<file path="src/rtl/cbr_refresh_pkg.sv">
package cbr_refresh_pkg;

    typedef enum logic [2:0] {
        ST_IDLE      = 3'd0,
        ST_CAS_PRE   = 3'd1,
        ST_CAS_SETUP = 3'd2,
        ST_RAS_LOW   = 3'd3,
        ST_FINISH    = 3'd4
    } cbr_state_e;

    // Reserved field value 3 folds onto 2.
    function automatic logic [1:0] fold_sel(input logic [1:0] sel);
        return (sel == 2'd3) ? 2'd2 : sel;
    endfunction

endpackage

</file>
<file path="src/rtl/cbr_timing_sel.sv">
module cbr_timing_sel #(
    parameter int CNT_W     = 4,
    parameter int PRE_LONG  = 4,
    parameter int PRE_SHORT = 2,
    parameter int RAS_PW0   = 5,
    parameter int RAS_PW1   = 3,
    parameter int RAS_PW2   = 1,
    parameter int RAS_EXT   = 2
) (
    input  logic [1:0]       pre_sel_i,
    input  logic [1:0]       pw_sel_i,
    output logic [CNT_W-1:0] cas_pre_len_o,
    output logic [CNT_W-1:0] ras_low_len_o
);
    import cbr_refresh_pkg::*;

    localparam logic [CNT_W-1:0] L_PRE_LONG  = CNT_W'(PRE_LONG);
    localparam logic [CNT_W-1:0] L_PRE_SHORT = CNT_W'(PRE_SHORT);
    localparam logic [CNT_W-1:0] L_EXT       = CNT_W'(RAS_EXT);

    logic [1:0]       pre_f;
    logic [1:0]       pw_f;
    logic [CNT_W-1:0] ras_base;

    always_comb begin
        pre_f = fold_sel(pre_sel_i);
        pw_f  = fold_sel(pw_sel_i);

        unique case (pw_f)
            2'd0:    ras_base = CNT_W'(RAS_PW0);
            2'd1:    ras_base = CNT_W'(RAS_PW1);
            default: ras_base = CNT_W'(RAS_PW2);
        endcase

        cas_pre_len_o = (pre_f == 2'd0) ? L_PRE_LONG : L_PRE_SHORT;
        ras_low_len_o = (pre_f == 2'd0) ? ras_base : ras_base + L_EXT;
    end

endmodule

</file>
<file path="src/rtl/cbr_interval_counter.sv">
module cbr_interval_counter #(
    parameter int CNT_W = 4
) (
    input  logic             clk,
    input  logic             rst_n,
    input  logic             load_i,
    input  logic [CNT_W-1:0] load_val_i,
    output logic             expired_o
);
    logic [CNT_W-1:0] cnt_q;

    always_ff @(posedge clk or negedge rst_n) begin
        if (!rst_n) begin
            cnt_q <= '0;
        end else if (load_i) begin
            cnt_q <= load_val_i;
        end else if (cnt_q != '0) begin
            cnt_q <= cnt_q - CNT_W'(1);
        end
    end

    assign expired_o = (cnt_q == '0);

endmodule

</file>
<file path="src/rtl/cbr_refresh_seq.sv">
module cbr_refresh_seq #(
    parameter int CNT_W     = 4,
    parameter int PRE_LONG  = 4,
    parameter int PRE_SHORT = 2,
    parameter int SETUP_LEN = 1,
    parameter int RAS_PW0   = 5,
    parameter int RAS_PW1   = 3,
    parameter int RAS_PW2   = 1,
    parameter int RAS_EXT   = 2
) (
    input  logic       clk,
    input  logic       rst_n,
    input  logic       req_i,
    output logic       ack_o,
    output logic       busy_o,
    output logic       done_o,
    input  logic [1:0] pre_sel_i,
    input  logic [1:0] pw_sel_i,
    output logic       ras_n_o,
    output logic       cas_n_o
);
    import cbr_refresh_pkg::*;

    localparam logic [CNT_W-1:0] ONE       = CNT_W'(1);
    localparam logic [CNT_W-1:0] SETUP_CNT = CNT_W'(SETUP_LEN - 1);

    cbr_state_e       state_q, state_d;
    logic [1:0]       pre_q, pw_q;
    logic [CNT_W-1:0] cas_pre_len, ras_low_len;
    logic             cnt_load;
    logic [CNT_W-1:0] cnt_val;
    logic             cnt_expired;
    logic             accept;

    // Lengths come from the captured fields, so mid-cycle changes are invisible.
    cbr_timing_sel #(
        .CNT_W    (CNT_W),
        .PRE_LONG (PRE_LONG),
        .PRE_SHORT(PRE_SHORT),
        .RAS_PW0  (RAS_PW0),
        .RAS_PW1  (RAS_PW1),
        .RAS_PW2  (RAS_PW2),
        .RAS_EXT  (RAS_EXT)
    ) u_sel (
        .pre_sel_i    (pre_q),
        .pw_sel_i     (pw_q),
        .cas_pre_len_o(cas_pre_len),
        .ras_low_len_o(ras_low_len)
    );

    cbr_interval_counter #(.CNT_W(CNT_W)) u_cnt (
        .clk       (clk),
        .rst_n     (rst_n),
        .load_i    (cnt_load),
        .load_val_i(cnt_val),
        .expired_o (cnt_expired)
    );

    assign accept = (state_q == ST_IDLE) && req_i;

    // The pre-phase count must use the incoming fields, since pre_q updates on the same edge.
    logic [CNT_W-1:0] pre_len_now;
    logic [CNT_W-1:0] unused_ras_now;

    cbr_timing_sel #(
        .CNT_W    (CNT_W),
        .PRE_LONG (PRE_LONG),
        .PRE_SHORT(PRE_SHORT),
        .RAS_PW0  (RAS_PW0),
        .RAS_PW1  (RAS_PW1),
        .RAS_PW2  (RAS_PW2),
        .RAS_EXT  (RAS_EXT)
    ) u_sel_in (
        .pre_sel_i    (pre_sel_i),
        .pw_sel_i     (pw_sel_i),
        .cas_pre_len_o(pre_len_now),
        .ras_low_len_o(unused_ras_now)
    );

    // State register and captured configuration.
    always_ff @(posedge clk or negedge rst_n) begin
        if (!rst_n) begin
            state_q <= ST_IDLE;
            pre_q   <= 2'd0;
            pw_q    <= 2'd0;
        end else begin
            state_q <= state_d;
            if (accept) begin
                pre_q <= pre_sel_i;
                pw_q  <= pw_sel_i;
            end
        end
    end

    // Next-state logic and interval loads.
    always_comb begin
        state_d  = state_q;
        cnt_load = 1'b0;
        cnt_val  = '0;
        unique case (state_q)
            ST_IDLE: begin
                if (req_i) begin
                    state_d  = ST_CAS_PRE;
                    cnt_load = 1'b1;
                    cnt_val  = pre_len_now - ONE;
                end
            end
            ST_CAS_PRE: begin
                if (cnt_expired) begin
                    state_d  = ST_CAS_SETUP;
                    cnt_load = 1'b1;
                    cnt_val  = SETUP_CNT;
                end
            end
            ST_CAS_SETUP: begin
                if (cnt_expired) begin
                    state_d  = ST_RAS_LOW;
                    cnt_load = 1'b1;
                    cnt_val  = ras_low_len - ONE;
                end
            end
            ST_RAS_LOW: begin
                if (cnt_expired) begin
                    state_d = ST_FINISH;
                end
            end
            ST_FINISH: begin
                state_d = ST_IDLE;
            end
            default: begin
                state_d = ST_IDLE;
            end
        endcase
    end

    // Moore outputs decoded from the state register.
    always_comb begin
        ras_n_o = 1'b1;
        cas_n_o = 1'b1;
        done_o  = 1'b0;
        busy_o  = 1'b1;
        unique case (state_q)
            ST_IDLE:      busy_o = 1'b0;
            ST_CAS_PRE:   ;
            ST_CAS_SETUP: cas_n_o = 1'b0;
            ST_RAS_LOW: begin
                cas_n_o = 1'b0;
                ras_n_o = 1'b0;
            end
            ST_FINISH:    done_o = 1'b1;
            default:      busy_o = 1'b0;
        endcase
        ack_o = accept;
    end

    // Row strobe low only under a low column strobe.
    p_ras_under_cas_r4: assert property (@(posedge clk) disable iff (!rst_n)
        !ras_n_o |-> !cas_n_o);

    // Column strobe falls while the row strobe is still high.
    p_cas_first_r4: assert property (@(posedge clk) disable iff (!rst_n)
        $fell(cas_n_o) |-> ras_n_o);

    // Both strobes release together.
    p_joint_release_r6: assert property (@(posedge clk) disable iff (!rst_n)
        $rose(ras_n_o) |-> $rose(cas_n_o));

    // Done lasts one cycle and is followed by idle.
    p_done_single_r10: assert property (@(posedge clk) disable iff (!rst_n)
        done_o |=> (!done_o && !busy_o));

    // Idle keeps both strobes high.
    p_idle_high_r1: assert property (@(posedge clk) disable iff (!rst_n)
        !busy_o |-> (ras_n_o && cas_n_o && !done_o));

    // No acknowledge while busy.
    p_no_ack_busy_r9: assert property (@(posedge clk) disable iff (!rst_n)
        busy_o |-> !ack_o);

    // Captured fields hold for the whole sequence.
    p_cfg_hold_r8: assert property (@(posedge clk) disable iff (!rst_n)
        (busy_o && $past(busy_o)) |-> ($stable(pre_q) && $stable(pw_q)));

    // An acknowledge starts the sequence on the next cycle.
    p_ack_starts_r2: assert property (@(posedge clk) disable iff (!rst_n)
        ack_o |=> busy_o);

endmodule

</file>
<file path="config.mk">
export PLATFORM = sky130hd
export DESIGN_NAME = cbr_refresh_seq
export DESIGN_NICKNAME = d
export VERILOG_FILES = /design/src/rtl/cbr_refresh_pkg.sv /design/src/rtl/cbr_timing_sel.sv /design/src/rtl/cbr_interval_counter.sv /design/src/rtl/cbr_refresh_seq.sv
export SDC_FILE = /design/constraint.sdc
export NUM_CORES = 1
export LEC_CHECK = 0
export BUFFER_PORTS_ARGS = -buffer_cell sky130_fd_sc_hd__buf_2
export CAP_MARGIN = 5
export CORE_ASPECT_RATIO = 1.1
export CORE_MARGIN = 2
export CORE_UTILIZATION = 47
export DETAILED_ROUTE_END_ITERATION = 12
export PLACE_DENSITY = 0.72
export SKIP_LAST_GASP = 1
export SLEW_MARGIN = 25
export SYNTH_ARGS = -nofsm -noshare
export SYNTH_HDL_FRONTEND = slang
export SYNTH_SLANG_ARGS = --single-unit
</file>
<file path="constraint.sdc">
create_clock -name clk -period 1.66 [get_ports clk]
set_input_delay 0.083 -clock clk [delete_from_list [all_inputs] [get_ports clk]]
set_output_delay 0.083 -clock clk [all_outputs]
set_load 0.005 [all_outputs]
</file>
Word level (Yosys, flattened, before mapping). Cells that the tools add are included.

$add $sub $neg: 4. Reductions and logical operators: 12. Multiplexer cells: 23. Equality and inequality tests: 12.

Operators by type and width (number): 2-to-1 mux 4 bit (5); 2-to-1 mux 3 bit (5); one-hot mux 3 bit (4 select lines) (1); subtractor 4 x 1 -> 4 bit (second input constant) (3); inequality test 2 bit (second input constant) (4); one-hot mux 4 bit (2 select lines) (1); equality test 2 bit (second input constant) (3); equality test 3 x 2 -> 1 bit (second input constant) (2); logical NOT 2 bit (3); 2-to-1 mux 1 bit (6); 2-to-1 mux 2 bit (3); one-hot mux 3 bit (2 select lines) (1); adder 3 x 2 -> 4 bit (second input constant) (1); logical NOT 4 bit (1); AND reduction 4 bit (1); nonzero test 4 bit (1); OR reduction 2 bit (2); OR reduction 4 bit (1); equality test 3 x 1 -> 1 bit (second input constant) (1); equality test 3 bit (second input constant) (1); logical NOT 3 bit (1); equality test 2 x 1 -> 1 bit (second input constant) (1); one-hot mux 1 bit (2 select lines) (1); nonzero test 2 bit (1); logical AND 1 bit (1).

Input port bits: 7. Flip-flop bits (word level): 11. Logic and storage cells: 55.

Logic depth before layout (Yosys ltp).
Depth in word-level cells: 10. Mapped depth: 6. Gate-level depth less buffers: 6.

Hierarchy. From an unflattened synthesis, not the netlist that was laid out.

Cell total of the unflattened synthesis: 94. Area, all modules: 913.4 um^2.

Modules (own cells, without submodules): cbr_refresh_seq (area each 476.7 um^2, cells each 46, sequential area each 175.2 um^2, times used 1); cbr_interval_counter (area each 234.0 um^2, cells each 22, sequential area each 100.1 um^2, times used 1); cbr_timing_sel (area each 101.3 um^2, cells each 13, sequential area each 0.0 um^2, times used 2).

Worst setup path before layout. OpenSTA, ideal clock, no wires.

Path type: reg-to-reg. From: register pw_q[0]. To: register u_cnt.cnt_q[2]. Slack: 0.082 ns. Path buffers: 0. Arrival: 1.505 ns. Stages on the path, launching flop included: 7. Data required time: 1.587 ns. Period minus slack after synthesis: 1.578 ns. Cell sequence: dfrtp_1 and2b_2 ha_1 o21ai_0 a2111oi_4 o21ai_2 a21oi_2.

Word-level cells in the longest chain between the ends: 10. Elaborated cells on any way between the ends: 11. Those cells by class: add/sub (2); eq/ne (2); mux (6); reduce/logical (1).

Ends and longest elaborated chain: from (decl) (RTL line cbr_refresh_seq.sv:28) `logic [1:0] pre_q, pw_q;`; from (signal assigned) (RTL line cbr_refresh_seq.sv:90) `pw_q <= pw_sel_i;`; equality test 2 bit (RTL line cbr_refresh_pkg.sv:13) `return (sel == 2'd3) ? 2'd2 : sel;`; 2-to-1 mux 2 bit * (RTL line cbr_refresh_pkg.sv:13); equality test 2 x 1 -> 1 bit or logical NOT 2 bit (tied branches) (RTL line cbr_timing_sel.sv:29) `unique case (pw_f)`; one-hot mux 3 bit (2 select lines) * (RTL line cbr_timing_sel.sv:29); adder 3 x 2 -> 4 bit (RTL line cbr_timing_sel.sv:36) `ras_low_len_o = (pre_f == 2'd0) ? ras_base : ras_base + L_EXT;`; 2-to-1 mux 4 bit * (RTL line cbr_timing_sel.sv:36); subtractor 4 x 1 -> 4 bit * (RTL line cbr_refresh_seq.sv:119) `cnt_val = ras_low_len - ONE;`; 2-to-1 mux 4 bit * (RTL line cbr_refresh_seq.sv:116) `if (cnt_expired) begin`; one-hot mux 4 bit (2 select lines) * (RTL line cbr_refresh_seq.sv:100) `unique case (state_q)`; 2-to-1 mux 4 bit * (RTL line cbr_interval_counter.sv:15) `end else if (load_i) begin`; to (signal assigned) (RTL line cbr_interval_counter.sv:16) `cnt_q <= load_val_i;`; to (signal assigned) (RTL line cbr_interval_counter.sv:18) `cnt_q <= cnt_q - CNT_W'(1);`; to (decl) (RTL line cbr_interval_counter.sv:10) `logic [CNT_W-1:0] cnt_q;`.

Every way passes the cells marked *; elsewhere a longest branch is shown, timed or not. A chain may end at the register's enable or synchronous reset.

Worst setup path after layout. Ends and elaborated chain as after synthesis.

==> impl_metrics.csv <==
group,metric,value,unit
outcome,run_status,"finished, final reports clean",
synth,number_of_synthesized_flops_with_an_enable_pin,0,
timing,layout_worst_path_cycle_share,0.964,
layout,finish.instance_area,911,um^2
synth,synth_cells,67,
placed_design,post_dp_cell_area,822,um^2
placed_design,gp_congestion,0.745,
synth,synth_seq_area_share,0.406,
placed_design,detailed_place_hpwl,1010,um
setup_path,crit_path_end_kind,"flop",
global_route,grt_overflow,0,
routing,number_of_vias_per_cell_after_detailed_routing,5.40,
routing,routed-via-count,583,
setup_path,crit_path_max_incr_delay,410,ps
setup_path,worst_setup_path_start_kind,"flop",
cts,cts.root.buffer_cell,"sky130_fd_sc_hd__clkbuf_4",
timing,slew_margin_rel,0.803,
placed_design,dp_slack,-22.5,ps
layout,share_of_final_layout_standard_cells_stronger_than_drive_strength_1,0.511,
die,die_w,40.2,um
global_route,grt_antenna_before_repair,0,
power,worst_ir_drop_vdd,0.00111,V
die,core_area,1370,um^2
setup_path,worst_path_dominant_cell_family,"compound AO/OA/AOI/OAI gates",
layout,fin_nets,102,
layout,ff_latch_area,275,um^2
routing,drt-pass1-iter-count,4,
synth,synth.ff_latch_count,11,
timing,final_period_minus_worst_setup_slack,1600,ps
cts,insertion_delay,260,ps
synth,synth.lib_cells_used.distinct,31,
synth,syn_nets,76,
timing,finalHoldWorstSlack,51.5,ps
placed_design,placed_cells,102,
timing,setup_viol_count_final,0,
setup_path,worst-endpoint-arrival,1790,ps
synth,synth-main-ff-cell,"sky130_fd_sc_hd__dfrtp_1",
timing,finalClockSkew,3.11,ps
die,ios,12,
setup_path,crit_path_cell_trace,"and2b_2 > ha_4 > o21ai_2 > a2111oi_4 > o21ai_2 > a21oi_2",
power,leakage_power_summed_over_all_cells,0.394,nW
timing,max_slew.worst_pin.slew,296,ps
die,die_h,43.8,um
setup_path,crit_top_cell,"sky130_fd_sc_hd__o21ai_2",
timing,timing.fmax,625,MHz
setup_path,cp_max_fo,4,
layout,insertedDiodeCount,0,
die,start_util,0.496,
layout,stdcell_count,108,
timing,finalMaxSlewViolations,0,
cts,clock_pin_transition_on_the_worst_setup_and_hold_timing_paths,70,ps
cts,cts_max_path_buffers,2,
global_route,grt_usage,0.187,
global_route,wire_length_of_the_first_global_routing_pass,2210,um
synth,syn_area,678,um^2
layout,multi_input_area,419,um^2
layout,syn_to_final_growth,34.3,%
cts,tritoncts.num_buffers,3,
routing,drc,0,
worst_hold_path,hold_path.class,"in -> reg",
synth,async_flop_share,1.00,
cts,clock_sink_count,11,
power,design_power_total,1.78,mW
routing,routed_wire_length_per_instance,13.4,um
timing,timing.setup.tns,0,ps
setup_path,timing.critical_path.slowest_stage_cell,"sky130_fd_sc_hd__dfrtp_1",
placed_design,portBuffers,11,
die,die-area,1760,um^2
layout,layout.core_utilization,0.667,
cts,cts_tree,"yes",
global_route,pin_count_of_the_biggest_net_entering_global_routing,12,
timing,worst_slack,59.9,ps
synth,yosys_warnings,0,
setup_path,timing_worst_setup_path_type,"reg -> reg",
global_route,first_global_vias,539,
timing,final_hold_viol_count,0,
setup_path,path_buf_inv,0,
synth,syn_area_per_cell,10.1,um^2
routing,drt.antenna.violating_nets,0,
cts,cts-htree-levels,1,
routing,wirelength_routed,1440,um
layout,fillers,103,
setup_path,timing.critical_path.required,1850,ps
job,reported_max_cap_violation_count,0,
power,powerDensity,1960,nW/um^2
routing,detailedRoute.firstIterationViolations,1,
die,floorplan.rows,14,
-- state kept, by name, indices dropped and copies added (netlist names) --
name,flops
u_cnt.cnt_q,4
state_q,3
pre_q,2
pw_q,2
-- kinds of logic (layout without fill, tap and decap cells) --
logic type,Yosys count,in the layout,share of synthesized area
and+or+nand+nor,28,28,0.251
AOI/OAI and AO/OA,12,12,0.146
DFF,11,11,0.406
buffers and inverters,6,31,0.0424
xor gates and xnor gates,4,4,0.0517
muxes,4,4,0.0664
adders and majority gates,2,2,0.0369
-- area by class of cell --
type / count / share of cell area
timing repair buffer: 25 / 0.179
clock buffer: 4 / 0.0288
sequential: 11 / 0.302
multi-input combinational: 50 / 0.460
tap: 16 / 0.0220
inverter: 2 / 0.00824
-- synthesized netlist by cell type (2+ instances only) --
cell / number / area (um^2)
sky130_fd_sc_hd__nor3_1: 2 / 10.0
sky130_fd_sc_hd__xor2_1: 2 / 17.5
sky130_fd_sc_hd__nor2b_1: 2 / 12.5
sky130_fd_sc_hd__nand3b_1: 2 / 15.0
sky130_fd_sc_hd__buf_2: 2 / 10.0
sky130_fd_sc_hd__xnor2_1: 2 / 17.5
sky130_fd_sc_hd__nor3b_1: 2 / 15.0
sky130_fd_sc_hd__nor2_1: 8 / 30.0
sky130_fd_sc_hd__nand2b_1: 3 / 18.8
sky130_fd_sc_hd__ha_1: 2 / 25.0
sky130_fd_sc_hd__mux2_2: 4 / 45.0
sky130_fd_sc_hd__inv_1: 2 / 7.51
sky130_fd_sc_hd__dfrtp_1: 11 / 275
sky130_fd_sc_hd__a21oi_1: 4 / 20.0
sky130_fd_sc_hd__o21ai_0: 2 / 10.0
sky130_fd_sc_hd__nand2_1: 2 / 7.51
-- layout by cell type (no fill, tap or decap) --
cell type / count
sky130_fd_sc_hd__buf_4: 13
sky130_fd_sc_hd__buf_2: 11
sky130_fd_sc_hd__dfrtp_1: 11
sky130_fd_sc_hd__nor2_1: 8
sky130_fd_sc_hd__mux2_2: 4
sky130_fd_sc_hd__nand2b_1: 3
sky130_fd_sc_hd__o21ai_2: 3
sky130_fd_sc_hd__a21oi_1: 3
sky130_fd_sc_hd__clkbuf_4: 3
sky130_fd_sc_hd__nand3b_1: 2
sky130_fd_sc_hd__xnor2_1: 2
sky130_fd_sc_hd__nor2b_1: 2
sky130_fd_sc_hd__a21oi_2: 2
sky130_fd_sc_hd__xor2_1: 2
sky130_fd_sc_hd__nand2_1: 2
sky130_fd_sc_hd__inv_1: 1
sky130_fd_sc_hd__inv_2: 1
sky130_fd_sc_hd__and2_1: 1
sky130_fd_sc_hd__and2b_2: 1
sky130_fd_sc_hd__nor4b_2: 1
sky130_fd_sc_hd__or4_4: 1
sky130_fd_sc_hd__or3b_4: 1
sky130_fd_sc_hd__a2111oi_4: 1
sky130_fd_sc_hd__nor3_2: 1
sky130_fd_sc_hd__or3_1: 1
sky130_fd_sc_hd__nor3_1: 1
sky130_fd_sc_hd__o2bb2ai_1: 1
sky130_fd_sc_hd__nor3b_2: 1
sky130_fd_sc_hd__nor3b_1: 1
sky130_fd_sc_hd__a221oi_2: 1
sky130_fd_sc_hd__a31oi_1: 1
sky130_fd_sc_hd__nand3_1: 1
sky130_fd_sc_hd__ha_2: 1
sky130_fd_sc_hd__ha_4: 1
sky130_fd_sc_hd__clkbuf_1: 1
sky130_fd_sc_hd__dlygate4sd3_1: 1
-- repair_timing --
action | CTS | global route
endpoints found under the hold margin | 11 | 0
endpoints found under the setup margin | 1 | 5
pin swaps | 2 | 4
setup buffers | 1 | 1
cloned | 0 | 0
hold buffers | 1 | 0
resized for setup | 3 | 9
-- where the power goes --
| group | internal (mW) | switching, mW | leakage, nW |
|---|---|---|---|
| Combinational | 0.568 | 0.532 | 0.246 |
| Clock | 0.0927 | 0.0865 | 0.0150 |
| Sequential | 0.396 | 0.108 | 0.133 |
| Total | 1.06 | 0.726 | 0.394 |
-- layer usage --
layer  GRT usage  vias up  part of all wire
met1       0.214      290              0.43
met5           0        -                 0
li1            -      285                 -
met2       0.319        8              0.54
met4      0.0800        0                 0
met3      0.0462        0             0.027
-- final timing paths --
kind / start / cells after the start / slack, ps / end
max in group asynchronous: rst_n / 2 / 1230 / pw_q[1]
min in group asynchronous: rst_n / 2 / 220 / u_cnt.cnt_q[0]
setup reg to reg: pw_q[0] / 6 / 60 / u_cnt.cnt_q[2]
hold / removal: pw_sel_i[0] / 2 / 50 / pw_q[0]
hold reg to reg: state_q[2] / 1 / 530 / state_q[0]
setup / recovery: pw_q[0] / 6 / 60 / u_cnt.cnt_q[2]
(Power assumes the default switching activity.)
